$ cat config.mk
export PLATFORM = sky130hd
export DESIGN_NAME = blk_erase_seq
export DESIGN_NICKNAME = d
export VERILOG_FILES = /design/src/rtl/bes_pkg.sv /design/src/rtl/bes_rst_sync.sv /design/src/rtl/bes_bus_cycle.sv /design/src/rtl/bes_status_decode.sv /design/src/rtl/blk_erase_seq.sv
export SDC_FILE = /design/constraint.sdc
export NUM_CORES = 1
export LEC_CHECK = 0
export CAP_MARGIN = 10
export CORE_AREA = 2 2 83 85
export DETAILED_ROUTE_END_ITERATION = 10
export DIE_AREA = 0 0 85 87
export GPL_TIMING_DRIVEN = 0
export PLACE_DENSITY = 0.84
export SYNTH_ARGS = -nofsm -noshare
export SYNTH_HDL_FRONTEND = slang
export SYNTH_SLANG_ARGS = --single-unit
$ cat constraint.sdc
create_clock -name clk -period 5.35 [get_ports clk]
set_input_delay 0.8025 -clock clk [delete_from_list [all_inputs] [get_ports clk]]
set_output_delay 0.8025 -clock clk [all_outputs]
set_load 0.02 [all_outputs]
$ cat src/rtl/bes_pkg.sv
package bes_pkg;
  localparam logic [7:0] OP_ERASE_SETUP = 8'h20;
  localparam logic [7:0] OP_ERASE_GO    = 8'hD0;
  localparam logic [7:0] OP_READ_ARRAY  = 8'hFF;

  // status bit positions the classifier depends on
  localparam int SB_READY = 7;
  localparam int SB_ERS   = 5;
  localparam int SB_WRS   = 4;
  localparam int SB_VLOW  = 3;

  typedef enum logic [2:0] {
    RES_NONE, RES_OK, RES_ERASE, RES_SEQ, RES_VPP, RES_TMO
  } res_e;

  typedef enum logic [2:0] {
    S_IDLE, S_SETUP, S_CONF, S_POLL, S_CLR, S_WPRST, S_WPSET, S_ARRAY
  } seq_state_e;
endpackage

$ cat src/rtl/bes_rst_sync.sv
module bes_rst_sync (
  input  logic clk,
  input  logic rst_n,
  output logic rst_sync_n
);
  logic meta_q;

  always_ff @(posedge clk or negedge rst_n) begin
    if (!rst_n) begin
      meta_q     <= 1'b0;
      rst_sync_n <= 1'b0;
    end else begin
      meta_q     <= 1'b1;
      rst_sync_n <= meta_q;
    end
  end
endmodule

$ cat src/rtl/bes_bus_cycle.sv
module bes_bus_cycle #(
  parameter int AW       = 19,
  parameter int CYC_CLKS = 2
) (
  input  logic          clk,
  input  logic          rst_n,
  input  logic          go,
  input  logic          is_rd,
  input  logic [AW-1:0] addr_in,
  input  logic [7:0]    data_in,
  input  logic [7:0]    fl_din,
  output logic [AW-1:0] fl_addr,
  output logic [7:0]    fl_dout,
  output logic          fl_we_n,
  output logic          fl_oe_n,
  output logic [7:0]    rd_data,
  output logic          cyc_done
);
  localparam int CW = (CYC_CLKS > 1) ? $clog2(CYC_CLKS) : 1;
  localparam logic [CW-1:0] LAST = CW'(CYC_CLKS - 1);

  typedef enum logic [1:0] {BC_IDLE, BC_ACT, BC_GAP} bc_e;

  bc_e           st_q, st_d;
  logic [CW-1:0] cnt_q, cnt_d;
  logic          rd_q, rd_d;
  logic [AW-1:0] addr_d;
  logic [7:0]    dout_d, rdat_d;
  logic          we_d, oe_d;
  logic          upd;

  assign upd      = (st_q != BC_IDLE) || go;
  assign cyc_done = (st_q == BC_GAP);

  always_comb begin
    st_d   = st_q;
    cnt_d  = cnt_q;
    rd_d   = rd_q;
    addr_d = fl_addr;
    dout_d = fl_dout;
    rdat_d = rd_data;
    we_d   = fl_we_n;
    oe_d   = fl_oe_n;
    case (st_q)
      BC_IDLE: if (go) begin
        st_d   = BC_ACT;
        cnt_d  = '0;
        rd_d   = is_rd;
        addr_d = addr_in;
        dout_d = data_in;
        we_d   = is_rd;
        oe_d   = ~is_rd;
      end
      BC_ACT: begin
        if (cnt_q == LAST) begin
          st_d = BC_GAP;
          we_d = 1'b1;
          oe_d = 1'b1;
          if (rd_q) rdat_d = fl_din;
        end else begin
          cnt_d = cnt_q + 1'b1;
        end
      end
      default: st_d = BC_IDLE;
    endcase
  end

  always_ff @(posedge clk or negedge rst_n) begin
    if (!rst_n) begin
      st_q    <= BC_IDLE;
      cnt_q   <= '0;
      rd_q    <= 1'b0;
      fl_addr <= '0;
      fl_dout <= '0;
      rd_data <= '0;
      fl_we_n <= 1'b1;
      fl_oe_n <= 1'b1;
    end else if (upd) begin
      st_q    <= st_d;
      cnt_q   <= cnt_d;
      rd_q    <= rd_d;
      fl_addr <= addr_d;
      fl_dout <= dout_d;
      rd_data <= rdat_d;
      fl_we_n <= we_d;
      fl_oe_n <= oe_d;
    end
  end
endmodule

$ cat src/rtl/bes_status_decode.sv
module bes_status_decode
  import bes_pkg::*;
(
  input  logic [7:0] status,
  output logic       ready,
  output res_e       cls
);
  logic unused_bits;
  assign unused_bits = ^{status[6], status[2:0]};
  assign ready = status[SB_READY];

  always_comb begin
    if (status[SB_ERS] && status[SB_WRS])      cls = RES_SEQ;
    else if (status[SB_ERS] || status[SB_WRS]) cls = RES_ERASE;
    else if (status[SB_VLOW])                  cls = RES_VPP;
    else                                       cls = RES_OK;
  end
endmodule

$ cat src/rtl/blk_erase_seq.sv
module blk_erase_seq
  import bes_pkg::*;
#(
  parameter int          AW         = 19,
  parameter int          CYC_CLKS   = 2,
  parameter int          MAX_RETRY  = 3,
  parameter int          POLL_LIMIT = 4096,
  parameter logic [7:0]  CMD_CLR    = 8'h50,
  parameter logic [7:0]  CMD_WP_RST = 8'h47,
  parameter logic [7:0]  CMD_WP_SET = 8'h57
) (
  input  logic          clk,
  input  logic          rst_n,
  input  logic          start,
  input  logic [AW-1:0] blk_addr,
  input  logic          relock_en,
  input  logic [7:0]    fl_din,
  output logic [AW-1:0] fl_addr,
  output logic [7:0]    fl_dout,
  output logic          fl_we_n,
  output logic          fl_oe_n,
  output logic          busy,
  output logic          done,
  output logic          ok,
  output logic          err_erase,
  output logic          err_seq,
  output logic          err_vpp,
  output logic          err_timeout
);
  localparam int RW = (MAX_RETRY > 0) ? $clog2(MAX_RETRY + 1) : 1;
  localparam int PW = (POLL_LIMIT > 1) ? $clog2(POLL_LIMIT) : 1;
  localparam logic [RW-1:0] RETRY_INIT = RW'(MAX_RETRY);
  localparam logic [PW-1:0] POLL_LAST  = PW'(POLL_LIMIT - 1);

  logic          rst_sync_n;
  seq_state_e    st_q, st_d, end_st;
  logic          launched_q, launched_d;
  logic [AW-1:0] addr_q, addr_d;
  logic          relock_q, relock_d, wprst_q, wprst_d;
  logic [RW-1:0] retry_q, retry_d;
  logic [PW-1:0] poll_q, poll_d;
  res_e          res_q, res_d, cls;
  logic          valid_q, valid_d, done_d;
  logic          go, is_rd, cyc_done, ready;
  logic [7:0]    cmd, rd_data;

  bes_rst_sync u_rst (.clk(clk), .rst_n(rst_n), .rst_sync_n(rst_sync_n));

  bes_bus_cycle #(.AW(AW), .CYC_CLKS(CYC_CLKS)) u_bus (
    .clk(clk), .rst_n(rst_sync_n), .go(go), .is_rd(is_rd),
    .addr_in(addr_q), .data_in(cmd), .fl_din(fl_din),
    .fl_addr(fl_addr), .fl_dout(fl_dout), .fl_we_n(fl_we_n), .fl_oe_n(fl_oe_n),
    .rd_data(rd_data), .cyc_done(cyc_done)
  );

  bes_status_decode u_dec (.status(rd_data), .ready(ready), .cls(cls));

  assign go     = (st_q != S_IDLE) && !launched_q;
  assign is_rd  = (st_q == S_POLL);
  assign end_st = (wprst_q && relock_q) ? S_WPSET : S_ARRAY;

  always_comb begin
    case (st_q)
      S_SETUP: cmd = OP_ERASE_SETUP;
      S_CONF:  cmd = OP_ERASE_GO;
      S_CLR:   cmd = CMD_CLR;
      S_WPRST: cmd = CMD_WP_RST;
      S_WPSET: cmd = CMD_WP_SET;
      S_ARRAY: cmd = OP_READ_ARRAY;
      default: cmd = 8'h00;
    endcase
  end

  always_comb begin
    st_d       = st_q;
    addr_d     = addr_q;
    relock_d   = relock_q;
    wprst_d    = wprst_q;
    retry_d    = retry_q;
    poll_d     = poll_q;
    res_d      = res_q;
    valid_d    = valid_q;
    done_d     = 1'b0;
    launched_d = cyc_done ? 1'b0 : (go ? 1'b1 : launched_q);
    if (st_q == S_IDLE) begin
      if (start) begin
        st_d     = S_SETUP;
        addr_d   = blk_addr;
        relock_d = relock_en;
        wprst_d  = 1'b0;
        retry_d  = RETRY_INIT;
        valid_d  = 1'b0;
        res_d    = RES_NONE;
      end
    end else if (cyc_done) begin
      case (st_q)
        S_SETUP: st_d = S_CONF;
        S_CONF: begin
          st_d   = S_POLL;
          poll_d = '0;
        end
        S_POLL: begin
          if (!ready) begin
            if (poll_q == POLL_LAST) begin
              res_d = RES_TMO;
              st_d  = end_st;
            end else begin
              poll_d = poll_q + 1'b1;
            end
          end else if (cls == RES_OK) begin
            res_d = RES_OK;
            st_d  = end_st;
          end else begin
            res_d = cls;
            if (retry_q == '0) begin
              st_d = end_st;
            end else begin
              st_d    = S_CLR;
              retry_d = retry_q - 1'b1;
            end
          end
        end
        S_CLR:   st_d = (res_q == RES_VPP) ? S_WPRST : S_SETUP;
        S_WPRST: begin
          wprst_d = 1'b1;
          st_d    = S_SETUP;
        end
        S_WPSET: st_d = S_ARRAY;
        default: begin
          st_d    = S_IDLE;
          done_d  = 1'b1;
          valid_d = 1'b1;
        end
      endcase
    end
  end

  always_ff @(posedge clk or negedge rst_sync_n) begin
    if (!rst_sync_n) begin
      st_q       <= S_IDLE;
      launched_q <= 1'b0;
      addr_q     <= '0;
      relock_q   <= 1'b0;
      wprst_q    <= 1'b0;
      retry_q    <= '0;
      poll_q     <= '0;
      res_q      <= RES_NONE;
      valid_q    <= 1'b0;
      done       <= 1'b0;
    end else begin
      st_q       <= st_d;
      launched_q <= launched_d;
      addr_q     <= addr_d;
      relock_q   <= relock_d;
      wprst_q    <= wprst_d;
      retry_q    <= retry_d;
      poll_q     <= poll_d;
      res_q      <= res_d;
      valid_q    <= valid_d;
      done       <= done_d;
    end
  end

  assign busy        = (st_q != S_IDLE);
  assign ok          = valid_q && (res_q == RES_OK);
  assign err_erase   = valid_q && (res_q == RES_ERASE);
  assign err_seq     = valid_q && (res_q == RES_SEQ);
  assign err_vpp     = valid_q && (res_q == RES_VPP);
  assign err_timeout = valid_q && (res_q == RES_TMO);
endmodule

Word-level counts from Yosys, hierarchy flattened
Index checks and enable logic that the tools add are counted.
{"block": "op_classes", "n_addsub": 3, "eq_ne": 25, "mux": 54, "n_bitwise": 2, "reduce_logical": 37}
{"cell": "$mux 3", "count": 16}
{"cell": "$pmux 8 s6", "count": 1}
{"cell": "$mux 12", "count": 2}
{"cell": "$pmux 12 s2", "count": 1}
{"cell": "$mux 2", "count": 11}
{"cell": "$eq 3x3->1 const B", "count": 6}
{"cell": "$mux 1", "count": 18}
{"cell": "$pmux 3 s6", "count": 1}
{"cell": "$reduce_and 3->1", "count": 6}
{"cell": "$reduce_bool 2->1", "count": 8}
{"cell": "$add 12x1->12 const B", "count": 1}
{"cell": "$eq 12x12->1 const B", "count": 1}
{"cell": "$eq 3x2->1 const B", "count": 4}
{"cell": "$ne 2x2->1 const B", "count": 6}
{"cell": "$reduce_and 4->1", "count": 3}
{"cell": "$eq 3x1->1 const B", "count": 3}
{"cell": "$logic_and 1x1->1", "count": 8}
{"cell": "$pmux 1 s2", "count": 3}
{"cell": "$reduce_and 6->1", "count": 1}
{"cell": "$reduce_bool 3->1", "count": 2}
{"cell": "$reduce_or 6->1", "count": 1}
{"cell": "$reduce_and 5->1", "count": 1}
{"cell": "$logic_not 2->1", "count": 2}
{"cell": "$ne 2x1->1 const B", "count": 2}
{"cell": "11 further kinds", "count": 13}
{"block": "totals", "register_bits": 87}

Depth between registers and ports, before layout
{"block": "depth", "word_depth": 9, "mapped_depth": 7, "depth_no_buf": 5}

Modules after synthesis
A second synthesis with hierarchy kept.
{"block": "unflattened", "hier_cells": 324, "area_unflattened_um2": 3960.0}
{"module": "blk_erase_seq", "instances": 1, "cells_per_inst": 217, "area_per_inst_um2": 2254.7, "seq_area_each_um2": 1101.1}
{"module": "bes_bus_cycle", "instances": 1, "cells_per_inst": 98, "area_per_inst_um2": 1615.3, "seq_area_each_um2": 1028.5}
{"module": "bes_rst_sync", "instances": 1, "cells_per_inst": 3, "area_per_inst_um2": 53.8, "seq_area_each_um2": 50.0}
{"module": "bes_status_decode", "instances": 1, "cells_per_inst": 6, "area_per_inst_um2": 36.3, "seq_area_each_um2": 0.0}

Least setup slack after synthesis
Ideal clock, no wire load.
{"block": "synth_path", "path_kind": "register to output", "from": "reg res_q[2]", "to": "out err_erase", "t_arrival_ns": 1.131, "setup_slack_ns": 3.417, "path_stages_with_launch": 2, "path_buffers": 0, "path_cell_list": "dfrtp_1 > nor4bb_1"}
{"block": "synth_via", "elab_chain_len": 2}
{"item": "start, declared", "line_no": "blk_erase_seq.sv:42", "text": "res_e res_q, res_d, cls;"}
{"item": "start signal, assigned", "line_no": "blk_erase_seq.sv:158", "text": "res_q <= res_d;"}
{"item": "$eq 3x2->1", "line_no": "blk_erase_seq.sv:166", "text": "assign err_erase = valid_q && (res_q == RES_ERASE);"}
{"item": "$logic_and 1x1->1", "line_no": "blk_erase_seq.sv:166"}
{"item": "end, declared", "line_no": "blk_erase_seq.sv:25", "text": "output logic err_erase,"}
No other way between the ends.

Worst setup path after layout
{"block": "layout_path", "from": "reg st_q[2]", "to": "out busy"}
{"block": "layout_via", "elab_chain_len": 1}
{"item": "start, declared", "line_no": "blk_erase_seq.sv:36", "text": "seq_state_e st_q, st_d, end_st;"}
{"item": "start signal, assigned", "line_no": "blk_erase_seq.sv:151", "text": "st_q <= st_d;"}
{"item": "$reduce_bool 3->1", "line_no": "blk_erase_seq.sv:164", "text": "assign busy = (st_q != S_IDLE);"}
{"item": "end, declared", "line_no": "blk_erase_seq.sv:22", "text": "output logic busy,"}
No other way between the ends.

==> qor.csv <==
stage,metric,value,unit
outcome,status,"complete, no violations",
detailed_routing,vias per cell,5.65,
timing,Tcrit/Tclk final,0.553,
yosys,"flops & latches, synth",81,
setup_path,crit path DAT,2.16,ns
finish,fillcell total,517,
yosys,Post-Synth Simple-Gate Area,0.196,
timing,Max-slew headroom,0.479,
detailed_routing,vias,2849,
pwr,clock power share,0.187,
setup_path,CP Launch Type,flip-flop,
yosys,XOR/XNOR share of the synthesized area,0,
pwr,Leak,2.01,nW
yosys,syn avg cell area,10.4,sq um
pwr,Pint,1.47,mW
yosys,largest family of logic cells by synthesized area,simple AND/OR/NAND/NOR gates,
setup_path,Worst R2R Start,st_q[2]$_DFFE_PN0P_,
grt,vias in the first global route,2714,
grt,aggregate global routing overflow,0,
setup_path,worst endpoint required time,4.55,ns
timing,final setup vio count,0,
clock_tree,post-CTS sizing,0,
setup_path,"Max FO, Critical Path",10,
placement,GP Congestion,0.846,
timing,hold_ws,0.295,ns
grt,GRT Resource Usage Total,0.220,
setup_path,Reg-to-Reg End,u_bus.st_q[0]$_DFFE_PN0P_,
yosys,Synth cell types,56,
pwr,Power per Cell Area,512,mW/mm^2
clock_tree,Post-CTS Setup Inserts,0,
floorplan,IO Count,67,
yosys,number of synthesized flops with an enable pin,0,
clock_tree,clock slew at reported path FFs,0.08,ns
yosys,Synth top cells by count,"nand2_1, dfrtp_1, mux2_2, a21oi_1, nor2_1",
setup_path,worst-case reg-to-reg path depth,6,
clock_tree,H-Tree Depth,3,
yosys,area fraction in compound gates after synthesis,0.114,
clock_tree,root buffer cell,clkbuf_8,
placement,Port Buffer Count,62,
grt,pin count of the biggest net entering global routing,44,
timing,Tmin final,2.96,ns
clock_tree,clock sinks,81,
detailed_routing,Routed Antenna Nets,0,
pwr,sequential share of power,0.438,
timing,pins over their slew limit,0,
detailed_routing,initial DRC count,258,
yosys,synth top area cells,"dfrtp_1, nand2_1, mux2_2",
floorplan,# rows,30,
timing,RSZ-0062 raised after global routing,no,
finish,Inserted Diodes,0,
pwr,sw frac,0.364,
grt,first-pass GRT wire length,12.8,mm
yosys,Post-Synth Adder-Cell Area,0.00699,
min_path,Hold WC Path Type,flip-flop to asynchronous set/reset pin,
floorplan,DIE AREA,0.00740,sq mm
run,MaxCap Viol Count,0,
pwr,Worst VDD drop,0.285,mV
floorplan,Starting Density,0.545,
yosys,post-synth top area share,0.552,
finish,fraction of layout cells with a size suffix above 1,0.134,
finish,Final nets,452,
detailed_routing,total routed wirelength,7.66,mm
clock_tree,Clock Path Buffers,2,
yosys,Synth Instances,345,
setup_path,Setup crit end kind,output port,
pwr,combinational share of power,0.375,
yosys,register area share after synthesis,0.567,
clock_tree,total CTS buffers,9,
clock_tree,CTS Hold Buffers Added,0,
yosys,"count leader, synth",nand2_1,
timing,final hold violations,0,
floorplan,CORE AREA,0.00657,sq mm
timing,max frequency,338,MHz
clock_tree,CTS tree,built,
pwr,Sw Pwr,840,uW
setup_path,Reg2Reg Setup Slack,3.19,ns
timing,Worst Tran Pin Value,0.774,ns
yosys,ys flop type,dfrtp_1,
timing,clk_skew,0.00659,ns
yosys,asr flop ratio synth,1.00,
yosys,syn_nets,378,
floorplan,DIE HEIGHT,87,microns
finish,"Area growth, synth to finish",26.1,%
clock_tree,Clock Latency Late Sink,0.35,ns
placement,HPWL Detailed,5.41,mm
timing,setup TNS,0,ns
yosys,synthesized area,0.00358,sq mm
grt,initial antenna violation count,0,
detailed_routing,average wire per standard cell,15.2,microns
floorplan,die width,85,microns
setup_path,crit path kind,flip-flop to output port,
detailed_routing,DRC violations left,0,
yosys,mux cell area share after synthesis,0.0814,
yosys,Yosys warning count,0,
yosys,post-synth top area cell,dfrtp_1,
detailed_routing,DR pass1 iterations,4,
-- registers in the layout, summed over array words and instances, names as in the netlist, 2 cells and up --
signal         flops
addr_q            19
poll_q            12
u_bus.fl_addr     19
res_q              3
u_bus.fl_dout      6
u_bus.rd_data      4
retry_q            2
u_bus.st_q         2
st_q               3
-- final cells by class --
class                   instances  area, sq um  share of cell area
clock inverters                 5         57.6              0.0127
clock buffers                  11          131              0.0291
inverters                       8         30.0             0.00665
multi-input cells             236         1430               0.317
plain buffers                  20         90.1              0.0200
well taps                      80          100              0.0222
repair buffers                 63          641               0.142
flip-flops and latches         81         2030               0.450
-- worst max-delay path by stage --
stage	startpoint	to	slack, ns	depth (start not counted)
2_1_floorplan	u_rst.rst_sync_n$_DFF_PN0_	addr_q[0]$_DFFE_PN0P_	2.93	0
3_3_place_gp	u_rst.rst_sync_n$_DFF_PN0_	addr_q[3]$_DFFE_PN0P_	2.12	0
3_5_place_dp	st_q[2]$_DFFE_PN0P_	busy	2.77	4
4_1_cts	st_q[2]$_DFFE_PN0P_	busy	2.39	4
5_1_grt	st_q[2]$_DFFE_PN0P_	busy	2.23	4
6_report	st_q[2]$_DFFE_PN0P_	busy	2.39	4
-- kinds of logic after synthesis --
| family | count (synthesis) |
|---|---|
| muxes | 26 |
| AOI/OAI and AO/OA | 62 |
| adders and majority gates | 2 |
| other | 1 |
| DFF | 81 |
| buffers and inverters | 28 |
| and+or+nand+nor | 145 |
-- per-layer routing --
metal | routed length, microns | vias up | track usage
met5 | 0 | - | 0
met1 | 3400 | 1398 | 0.286
met2 | 3700 | 85 | 0.359
met3 | 416 | 12 | 0.0512
li1 | - | 1354 | -
met4 | 135 | 0 | 0.0909
-- power by group through the flow --
stage,clock network (mW),registers (mW),logic [mW]
final,0.432,1.01,0.867
after global routing,0.465,1.04,0.945
after CTS,0.439,1.01,0.869
after detailed placement,0,1.02,0.866
after global placement,0,1.02,0.824
after floorplan,0,1.09,0.446
-- layout by cell type (no fill, tap or decap), drive strengths merged, types with 3 or more instances in the layout --
master and n:
or4 5, clkinv 4, inv 8, nand3 4
mux2 25, or3 3, o21ai 12, nand4 3
a21oi 16, nor2b 3, nor3 5, and2 3
and3 5, a31oi 8, nand2 84, clkdlybuf4s50 62
nor2 15, dfrtp 79, buf 9, o31ai 5
clkbuf 23
-- through the flow --
step | worst slack [ns] | std cells | cell area [sq um] | power (mW) | util
3_3_place_gp | 2.12 | 487 | 4300 | 1.84 | 0.655
5_1_grt | 2.23 | 504 | 4510 | 2.45 | 0.687
3_5_place_dp | 2.77 | 488 | 4330 | 1.89 | 0.658
6_report | 2.39 | 504 | 4510 | 2.31 | 0.687
2_1_floorplan | 2.93 | 345 | 3580 | 1.54 | -
4_1_cts | 2.39 | 504 | 4510 | 2.32 | 0.687
-- worst max-delay path, cell delays in order, from the launching register on --
cell and delay, ns:
dfrtp_1 0.38, clkbuf_1 0.20, nor3_1 0.43, inv_1 0.22
clkdlybuf4s50_1 0.58
No activity file was read; power rests on OpenSTA's default activity.
